==> src/rtl/i2c_dp_pkg.sv <==
// Shared types for the two-space serial slave.
package i2c_dp_pkg;

    // Transaction phase tracked by the protocol engine.
    typedef enum logic [2:0] {
        ST_IDLE,   // bus released, waiting for a start
        ST_DEV,    // receiving the slave address byte
        ST_AHI,    // receiving the high memory address byte
        ST_ALO,    // receiving the low (or only) address byte
        ST_WDAT,   // receiving write data
        ST_RDAT,   // sending read data
        ST_SKIP    // not addressed or read finished: silent until start/stop
    } dp_state_t;

    // Which address space the current transaction targets.
    typedef enum logic {
        SP_MEM,
        SP_REG
    } dp_space_t;

endpackage

==> src/rtl/i2c_dp_line.sv <==
// Line conditioner: synchronizes SCL/SDA to clk and flags edges and bus
// conditions as single-cycle pulses.
// Assumes each SCL level lasts several clk periods and SDA is stable
// around SCL edges, except when the master signals a start or stop.
module i2c_dp_line #(
    parameter int SYNC_STAGES = 2
) (
    input  logic clk,
    input  logic rst_n,
    input  logic scl_i,
    input  logic sda_i,
    output logic scl_hi,
    output logic sda_hi,
    output logic scl_rise,
    output logic scl_fall,
    output logic bus_start,
    output logic bus_stop
);

    logic [SYNC_STAGES-1:0] scl_sync;
    logic [SYNC_STAGES-1:0] sda_sync;
    logic                   scl_q;
    logic                   sda_q;

    // Synchronizer chains plus one history stage for edge detection.
    always_ff @(posedge clk) begin
        if (!rst_n) begin
            scl_sync <= '1;
            sda_sync <= '1;
            scl_q    <= 1'b1;
            sda_q    <= 1'b1;
        end else begin
            scl_sync <= {scl_sync[SYNC_STAGES-2:0], scl_i};
            sda_sync <= {sda_sync[SYNC_STAGES-2:0], sda_i};
            scl_q    <= scl_sync[SYNC_STAGES-1];
            sda_q    <= sda_sync[SYNC_STAGES-1];
        end
    end

    // Event decode from current and previous synchronized levels.
    always_comb begin
        scl_hi    = scl_sync[SYNC_STAGES-1];
        sda_hi    = sda_sync[SYNC_STAGES-1];
        scl_rise  = scl_hi & ~scl_q;
        scl_fall  = ~scl_hi & scl_q;
        bus_start = scl_hi & scl_q & sda_q & ~sda_hi;
        bus_stop  = scl_hi & scl_q & ~sda_q & sda_hi;
    end

endmodule

==> src/rtl/i2c_dp_ptr.sv <==
// Wrapping address pointer for one address space.
// A load takes priority over an increment; the increment wraps at 2^AW.
module i2c_dp_ptr #(
    parameter int AW = 8
) (
    input  logic          clk,
    input  logic          rst_n,
    input  logic          ld,
    input  logic [AW-1:0] ld_val,
    input  logic          inc,
    output logic [AW-1:0] ptr
);

    // Pointer register: reset to zero, load, or step by one.
    always_ff @(posedge clk) begin
        if (!rst_n)   ptr <= '0;
        else if (ld)  ptr <= ld_val;
        else if (inc) ptr <= ptr + AW'(1);
    end

endmodule

==> src/rtl/dual_ptr_i2c_slave.sv <==
// Two-space serial slave. MEM_ID selects an external byte array (two address
// bytes); REG_ID selects an external register bank (one address byte).
// Each space keeps its own pointer. Read data from both spaces is expected
// combinationally at the pointer address. Assumes MEM_AW <= 16, REG_AW <= 8.
module dual_ptr_i2c_slave
    import i2c_dp_pkg::*;
#(
    parameter int         MEM_AW      = 16,
    parameter int         REG_AW      = 4,
    parameter logic [6:0] MEM_ID      = 7'h50,
    parameter logic [6:0] REG_ID      = 7'h68,
    parameter int         SYNC_STAGES = 2
) (
    input  logic              clk,
    input  logic              rst_n,
    input  logic              scl_i,
    input  logic              sda_i,
    output logic              sda_oe,
    output logic [MEM_AW-1:0] mem_addr,
    output logic [7:0]        mem_wdata,
    output logic              mem_we,
    input  logic [7:0]        mem_rdata,
    output logic [REG_AW-1:0] reg_addr,
    output logic [7:0]        reg_wdata,
    output logic              reg_we,
    input  logic [7:0]        reg_rdata
);

    localparam int         BITS_W   = 4;
    localparam logic [3:0] LAST_BIT = 4'd7;
    localparam logic [3:0] ACK_BIT  = 4'd8;

    logic scl_hi, sda_hi, scl_rise, scl_fall, bus_start, bus_stop;

    dp_state_t         st;
    dp_space_t         sp;
    logic [BITS_W-1:0] bit_cnt;
    logic [6:0]        rx_sr;
    logic [7:0]        rx_byte;
    logic [7:0]        hi_byte;
    logic [7:0]        tx_byte;
    logic [7:0]        tx_shift;
    logic [7:0]        rd_byte;
    logic [7:0]        wdata_q;
    logic [15:0]       ld_val_q;
    logic              ack_pend, in_tx, tx_go;
    logic              wr_stb, rd_inc, ld_q;
    logic              byte_done, ack_clk;

    i2c_dp_line #(.SYNC_STAGES(SYNC_STAGES)) u_line (
        .clk      (clk),
        .rst_n    (rst_n),
        .scl_i    (scl_i),
        .sda_i    (sda_i),
        .scl_hi   (scl_hi),
        .sda_hi   (sda_hi),
        .scl_rise (scl_rise),
        .scl_fall (scl_fall),
        .bus_start(bus_start),
        .bus_stop (bus_stop)
    );

    i2c_dp_ptr #(.AW(MEM_AW)) u_mem_ptr (
        .clk   (clk),
        .rst_n (rst_n),
        .ld    (ld_q && sp == SP_MEM),
        .ld_val(ld_val_q[MEM_AW-1:0]),
        .inc   ((wr_stb || rd_inc) && sp == SP_MEM),
        .ptr   (mem_addr)
    );

    i2c_dp_ptr #(.AW(REG_AW)) u_reg_ptr (
        .clk   (clk),
        .rst_n (rst_n),
        .ld    (ld_q && sp == SP_REG),
        .ld_val(ld_val_q[REG_AW-1:0]),
        .inc   ((wr_stb || rd_inc) && sp == SP_REG),
        .ptr   (reg_addr)
    );

    // Byte assembly, bit-slot decode, read mux and strobe fan-out.
    always_comb begin
        rx_byte   = {rx_sr, sda_hi};
        byte_done = scl_rise && (bit_cnt == LAST_BIT);
        ack_clk   = scl_rise && (bit_cnt == ACK_BIT);
        rd_byte   = (sp == SP_MEM) ? mem_rdata : reg_rdata;
        tx_shift  = tx_byte << bit_cnt[2:0];
        mem_we    = wr_stb && (sp == SP_MEM);
        reg_we    = wr_stb && (sp == SP_REG);
        mem_wdata = wdata_q;
        reg_wdata = wdata_q;
    end

    // Protocol engine: framing, address decode, ACK and data drive.
    always_ff @(posedge clk) begin
        if (!rst_n) begin
            st       <= ST_IDLE;
            sp       <= SP_MEM;
            bit_cnt  <= '0;
            rx_sr    <= '0;
            hi_byte  <= '0;
            tx_byte  <= '0;
            wdata_q  <= '0;
            ld_val_q <= '0;
            ack_pend <= 1'b0;
            in_tx    <= 1'b0;
            tx_go    <= 1'b0;
            wr_stb   <= 1'b0;
            rd_inc   <= 1'b0;
            ld_q     <= 1'b0;
            sda_oe   <= 1'b0;
        end else begin
            wr_stb <= 1'b0;
            rd_inc <= 1'b0;
            ld_q   <= 1'b0;
            if (bus_stop || bus_start) begin
                st       <= bus_start ? ST_DEV : ST_IDLE;
                bit_cnt  <= '0;
                ack_pend <= 1'b0;
                in_tx    <= 1'b0;
                tx_go    <= 1'b0;
                sda_oe   <= 1'b0;
            end else begin
                if (scl_rise && st != ST_IDLE) begin
                    bit_cnt <= (bit_cnt == ACK_BIT) ? '0 : bit_cnt + 1'b1;
                    if (bit_cnt < LAST_BIT) rx_sr <= {rx_sr[5:0], sda_hi};
                end
                if (byte_done) begin
                    case (st)
                        ST_DEV: begin
                            if (rx_byte[7:1] == MEM_ID || rx_byte[7:1] == REG_ID) begin
                                sp       <= (rx_byte[7:1] == MEM_ID) ? SP_MEM : SP_REG;
                                ack_pend <= 1'b1;
                                if (rx_byte[0])                  st <= ST_RDAT;
                                else if (rx_byte[7:1] == MEM_ID) st <= ST_AHI;
                                else                             st <= ST_ALO;
                            end else begin
                                st <= ST_SKIP;
                            end
                        end
                        ST_AHI: begin
                            hi_byte  <= rx_byte;
                            ack_pend <= 1'b1;
                            st       <= ST_ALO;
                        end
                        ST_ALO: begin
                            ld_val_q <= (sp == SP_MEM) ? {hi_byte, rx_byte} : {8'h00, rx_byte};
                            ld_q     <= 1'b1;
                            ack_pend <= 1'b1;
                            st       <= ST_WDAT;
                        end
                        ST_WDAT: begin
                            wdata_q  <= rx_byte;
                            wr_stb   <= 1'b1;
                            ack_pend <= 1'b1;
                        end
                        default: ;
                    endcase
                end
                if (ack_clk && st == ST_RDAT) begin
                    if (!in_tx) begin
                        tx_go <= 1'b1;
                    end else begin
                        rd_inc <= 1'b1;
                        if (!sda_hi) begin
                            tx_go <= 1'b1;
                        end else begin
                            st    <= ST_SKIP;
                            in_tx <= 1'b0;
                        end
                    end
                end
                if (scl_fall) begin
                    if (bit_cnt == ACK_BIT) begin
                        sda_oe <= ack_pend;
                    end else if (bit_cnt == '0) begin
                        ack_pend <= 1'b0;
                        if (tx_go) begin
                            tx_byte <= rd_byte;
                            sda_oe  <= ~rd_byte[7];
                            in_tx   <= 1'b1;
                            tx_go   <= 1'b0;
                        end else begin
                            sda_oe <= 1'b0;
                        end
                    end else if (in_tx && st == ST_RDAT) begin
                        sda_oe <= ~tx_shift[7];
                    end
                end
            end
        end
    end

endmodule

==> config.mk <==
export PLATFORM = sky130hd
export DESIGN_NAME = dual_ptr_i2c_slave
export DESIGN_NICKNAME = d
export VERILOG_FILES = /design/src/rtl/i2c_dp_pkg.sv /design/src/rtl/i2c_dp_line.sv /design/src/rtl/i2c_dp_ptr.sv /design/src/rtl/dual_ptr_i2c_slave.sv
export SDC_FILE = /design/constraint.sdc
export NUM_CORES = 1
export LEC_CHECK = 0
export BUFFER_PORTS_ARGS = -buffer_cell sky130_fd_sc_hd__buf_2
export CAP_MARGIN = 20
export CORE_ASPECT_RATIO = 0.7
export CORE_MARGIN = 4
export CORE_UTILIZATION = 25
export DETAILED_ROUTE_END_ITERATION = 12
export PLACE_DENSITY = 0.37
export SLEW_MARGIN = 20
export SYNTH_ARGS = -nofsm -noshare
export SYNTH_HDL_FRONTEND = slang
export SYNTH_HIERARCHICAL = 1
export SYNTH_SLANG_ARGS = --single-unit
==> constraint.sdc <==
create_clock -name clk -period 2.7 [get_ports clk]
set_clock_uncertainty 0.1 [all_clocks]
set_input_delay 0.27 -clock clk [delete_from_list [all_inputs] [get_ports clk]]
set_output_delay 0.27 -clock clk [all_outputs]
set_load 0.01 [all_outputs]
# [Word level (Yosys, flattened, before mapping)]
# Index checks and enable logic that the tools add are counted.
[classes] n_lt_le_gt_ge=1 bitwise=19 n_addsub=3 n_mux=45 shifts=1 n_eq_ne=9 n_reduce_logical=30
[ops] cell="2-to-1 mux 16 bit" n=3
[ops] cell="2-to-1 mux 1 bit" n=29
[ops] cell="2-to-1 mux 3 bit" n=7
[ops] cell="adder 16 x 1 -> 16 bit (second input constant)" n=1
[ops] cell="== test 7 bit (second input constant)" n=2
[ops] cell="2-to-1 mux 4 bit" n=3
[ops] cell="NOT 1 bit" n=12
[ops] cell="AND reduction 3 bit" n=4
[ops] cell="logical AND 1 bit" n=11
[ops] cell="case mux 3 bit (3 select lines)" n=1
[ops] cell="OR reduction 3 bit" n=3
[ops] cell="adder 4 x 1 -> 4 bit (second input constant)" n=2
[ops] cell="2-to-1 mux 8 bit" n=1
[ops] cell="left shift 8 x 3 -> 8 bit" n=1
[ops] cell="bitwise AND 1 bit" n=7
[ops] cell="== test 3 x 2 -> 1 bit (second input constant)" n=2
[ops] cell="== test 3 bit (second input constant)" n=2
[ops] cell="nonzero test 3 bit" n=2
[ops] cell="AND reduction 5 bit" n=1
[ops] cell="== test 4 x 3 -> 1 bit (second input constant)" n=1
[ops] cell="== test 4 bit (second input constant)" n=1
[ops] cell="logical NOT 4 bit" n=1
[ops] cell="less-than comparator 4 x 3 -> 1 bit (second input constant)" n=1
[ops] cell="AND reduction 4 bit" n=1
[ops] cell="6 further kinds" n=9
[totals] input_bits=20 out_inout_bits=39 register_bits=88

# [Logic depth before layout (Yosys ltp)]
[depth] ltp_word=10 depth_mapped=9

# [Cells and area by module]
# The synthesis kept the hierarchy.
[modules_own_cells] module="dual_ptr_i2c_slave" instances=1 area_per_inst_um2=2952.8 seq_area_each_um2=1241.2 cells_each=310
[modules_own_cells] module="i2c_dp_ptr at u_mem_ptr" instances=1 area_per_inst_um2=919.6 seq_area_each_um2=320.3 cells_each=99
[modules_own_cells] module="i2c_dp_ptr at u_reg_ptr" instances=1 area_per_inst_um2=192.7 seq_area_each_um2=80.1 cells_each=22
[modules_own_cells] module="i2c_dp_line" instances=1 area_per_inst_um2=190.2 seq_area_each_um2=120.1 cells_each=16

# [Worst setup path after synthesis]
# OpenSTA, ideal clock, no wires.
[synth_timing] path_kind="flip-flop to flip-flop" startpoint="register u_line.scl_sync[1]" endpoint="register rx_sr[3]" synth_period_minus_slack_ns=1.907 path_slack_ns=0.793 path_stages_with_launch=7 n_path_buf=1 arrival_ns=1.691 required_time_ns=2.484 path_cell_list="dfxtp_1 > nor2b_1 > o31ai_2 > or4b_1 > buf_4 > mux2i_1 > nor2b_1"
[synth_lines] element="start, declared" line_no="i2c_dp_line.sv:20" source="logic [SYNC_STAGES-1:0] scl_sync;"
[synth_lines] element="start signal, assigned" line_no="i2c_dp_line.sv:33" source="scl_sync <= {scl_sync[SYNC_STAGES-2:0], scl_i};"
[synth_lines] element="bitwise AND 1 bit" line_no="i2c_dp_line.sv:44" source="scl_rise = scl_hi & ~scl_q;"
[synth_lines] element="via scl_rise" line_no="dual_ptr_i2c_slave.sv:33" source="logic scl_hi, sda_hi, scl_rise, scl_fall, bus_start, bus_stop;"
[synth_lines] element="logical AND 1 bit" line_no="dual_ptr_i2c_slave.sv:124" source="if (scl_rise && st != ST_IDLE) begin"
[synth_lines] element="AND reduction 3 bit (no line)"
[synth_lines] element="end signal, assigned" line_no="dual_ptr_i2c_slave.sv:126" source="if (bit_cnt < LAST_BIT) rx_sr <= {rx_sr[5:0], sda_hi};"
[synth_lines] element="end, declared" line_no="dual_ptr_i2c_slave.sv:38" source="logic [6:0] rx_sr;"
# The timed path passes the listed nets, and every way through them passes these cells.
# A chain may end at the register's enable or synchronous reset.

# [Final worst setup path]
[layout_timing] startpoint="register u_line.scl_sync[1]" endpoint="register rx_sr[0]"
# Same word-level chain as after synthesis.

==> reports/results.ini <==
[outcome]
status = finished clean

[power_and_ir_drop]
power.density_mw_per_mm2 = 507
p_leak_nw = 2.02
ir_drop_mv = 0.240
total_power_mw = 2.54

[timing]
slew_violations = 0
hold_viol = 0
timing.fmax_mhz = 440
relSlewSlack = 0.469
worst_pin_slew_ns = 0.795
setup_tns_ns = 0
fin_crit_sh = 0.842
setup_viol = 0
final.min_clock_period_ns = 2.27
rsz0062_at_grt = no

[synthesis]
yosysTopAreaCellShare = 0.414
synthesis.area_sq_mm = 0.00426
synth.area.top_cells = dfxtp_1, mux2i_1, nand2_1, nor2b_1, o211a_1
postSynthCellCount = 447
synth_top_cell_by_area = dfxtp_1
synth-seq-cells = 88
synth_cell_types = 60
avgSynthCellArea_sq_um = 9.52
synthFlopType = dfxtp_1
synth_edf_count = 0
yosysSeqAreaShare = 0.414
syn_nets = 471
async_flop_share = 0
synth_common_cells = dfxtp_1, nand2_1, mux2i_1
yosysWarnings = 6
synth_most_common_cell = dfxtp_1

[floorplanning]
core-area_sq_mm = 0.0165
fp.dieW_um = 164
row_count = 39
dieArea_sq_mm = 0.0192
die_h_um = 117
initial_core_util = 0.258
ios = 59

[route]
vias = 3209
wl_per_cell_um = 14.3
drt_pass1_iterations = 4
post_drt_via_cell_ratio = 4.44
wirelength_mm = 10.3
ant_nets = 0
drtIter0Drc = 140
drc = 0

[grt]
first_global_vias = 3195
globalRoute.totalOverflow = 0
grt_pass1_wl_mm = 16.9
grt_usage = 0.113
antenna_found_initial = 0
grt_max_degree = 81

[hold_path]
min_path_type = in -> reg
whs_path_depth = 2

[clocking]
htree_levels = 3
holdBufCountCts = 0
clock_latency_ns = 0.33
post_cts_buffers = 0
numClockSinks = 88
tritoncts = built
cts_made_buffers = 9
clockBufferDepth = 2
cts_root_buf = clkbuf_16
clk_pin_slew_ns = 0.06
ctsResizeCount = 0

[setup_path]
critPathArrivalTime_ns = 2.39
crit_chain = nor2b_1 > o31ai_2 > or4b_1 > mux2i_1 > nor2b_1
crit_path_frequent_cell = nor2b_1
start_kind = register
crit_fanout = 8
end_kind = register
slowest_delay_ns = 0.74
reg2reg_depth = 5
crit_slowest_cell = or4b_1
critPathKind = reg -> reg
worstPathRequired_ns = 2.82

[finish]
num-nets-final = 517
layout-drive-gt1-share = 0.209
antenna_cells = 0
final_cells = 723
area_growth_pct = 17.6

[placed_design]
gp_congestion = 0.791
dp_cells = 707
numPortBuffers = 58
hpwl_mm = 7.37

[job]
cap_violations = 0

[power by group]
group / total [mW] / internal (mW) / leakage (nW) / switching [mW]
Combinational: 0.0741 / 0.0339 / 1.18 / 0.0401
Sequential: 1.31 / 1.30 / 0.710 / 0.00524
Clock: 1.16 / 0.651 / 0.129 / 0.506
Total: 2.54 / 1.99 / 2.02 / 0.552
[final timing paths]
check,start,end,slack (ns)
setup / recovery,u_line/scl_sync[1],rx_sr[0],0.43
hold / removal,scl_i,u_line/scl_sync[0],0.02
setup reg to reg,u_line/scl_sync[1],rx_sr[0],0.43
hold reg to reg,u_line/sda_sync[0],u_line/sda_sync[1],0.31
[registers in the layout, indices dropped and copies added, names as in the netlist, 2 cells and up]
name	count
u_reg_ptr/ptr	4
st	3
bit_cnt	4
rx_sr	7
u_line/scl_sync	2
u_line/sda_sync	2
mem_wdata	8
ld_val_q	16
tx_byte	8
hi_byte	8
u_mem_ptr/ptr	16
[stage by stage]
| stage | setup WS [ns] | util | hold WS (ns) | instance area, sq um |
|---|---|---|---|---|
| 6_report | 0.428 | 0.303 | 0.0183 | 5000 |
| 2_1_floorplan | 0.793 | - | 0.243 | 4260 |
| 3_3_place_gp | 0.496 | 0.287 | 0.309 | 4730 |
| 3_5_place_dp | 0.472 | 0.287 | 0.302 | 4730 |
| 4_1_cts | 0.438 | 0.303 | 0.00426 | 5000 |
| 5_1_grt | 0.255 | 0.303 | 0.0341 | 5000 |
[routing by layer]
metal / vias to the layer above / routed length, um / global-route usage
li1: 1654 / - / -
met1: 1500 / 5670 / 0.162
met2: 46 / 4240 / 0.168
met3: 9 / 326 / 0.0305
met4: 0 / 95 / 0.0285
met5: - / 0 / 0
[layout by cell type, fill, tap and decap left out, types with 2 or more instances in the layout]
| cell | Yosys | routed |
|---|---|---|
| nor2_1 | 12 | 12 |
| clkbuf_1 | 14 | 2 |
| o211a_1 | 12 | 12 |
| clkbuf_16 | 0 | 9 |
| ha_1 | 4 | 4 |
| nand4_4 | 2 | 2 |
| buf_2 | 5 | 58 |
| nor3b_1 | 2 | 2 |
| nand4_1 | 6 | 6 |
| nand2b_1 | 9 | 9 |
| xor2_1 | 5 | 5 |
| nand3b_1 | 9 | 9 |
| mux2i_1 | 34 | 34 |
| inv_1 | 10 | 10 |
| dfxtp_1 | 88 | 88 |
| a21oi_1 | 21 | 21 |
| mux4_2 | 2 | 2 |
| nand3_1 | 9 | 9 |
| nor4_2 | 4 | 5 |
| clkinvlp_4 | 0 | 2 |
| o211ai_1 | 3 | 3 |
| and3_1 | 3 | 3 |
| o21ai_0 | 20 | 20 |
| and2_1 | 7 | 7 |
| a21boi_0 | 11 | 11 |
| nand2_1 | 50 | 50 |
| nor2b_1 | 30 | 30 |
| xnor2_1 | 13 | 13 |
| nor3_1 | 7 | 7 |
| a21boi_1 | 5 | 5 |
| buf_4 | 12 | 11 |
| nor4_4 | 3 | 3 |
| and4b_1 | 4 | 4 |
[final cells by class]
| cell class | instances | area [sq um] |
|---|---|---|
| multi-input cells | 314 | 2260 |
| flip-flops and latches | 88 | 1760 |
| clock buffers | 12 | 246 |
| clock inverters | 4 | 28.8 |
| repair buffers | 70 | 393 |
| inverters | 10 | 37.5 |
| well taps | 225 | 282 |
| fillers | 1813 | 11500 |
[logic make-up after synthesis]
logic type               share of synthesized area
flip-flops                                   0.414
buffers and inverters                       0.0573
AO/OA/AOI/OAI                                0.135
multiplexers                                0.0932
XOR/XNOR                                    0.0370
adder cells (fa/ha/maj)                     0.0118
AND/OR/NAND/NOR                              0.252
[worst max-delay path: cells and delay by family, from the launching register on]
| family | cells | cell delay [ns] |
|---|---|---|
| simple gates | 3 | 1.22 |
| compound gates | 1 | 0.25 |
| flops | 1 | 0.37 |
| mux | 1 | 0.23 |
Note: power is estimated with default switching activity, not from simulation.
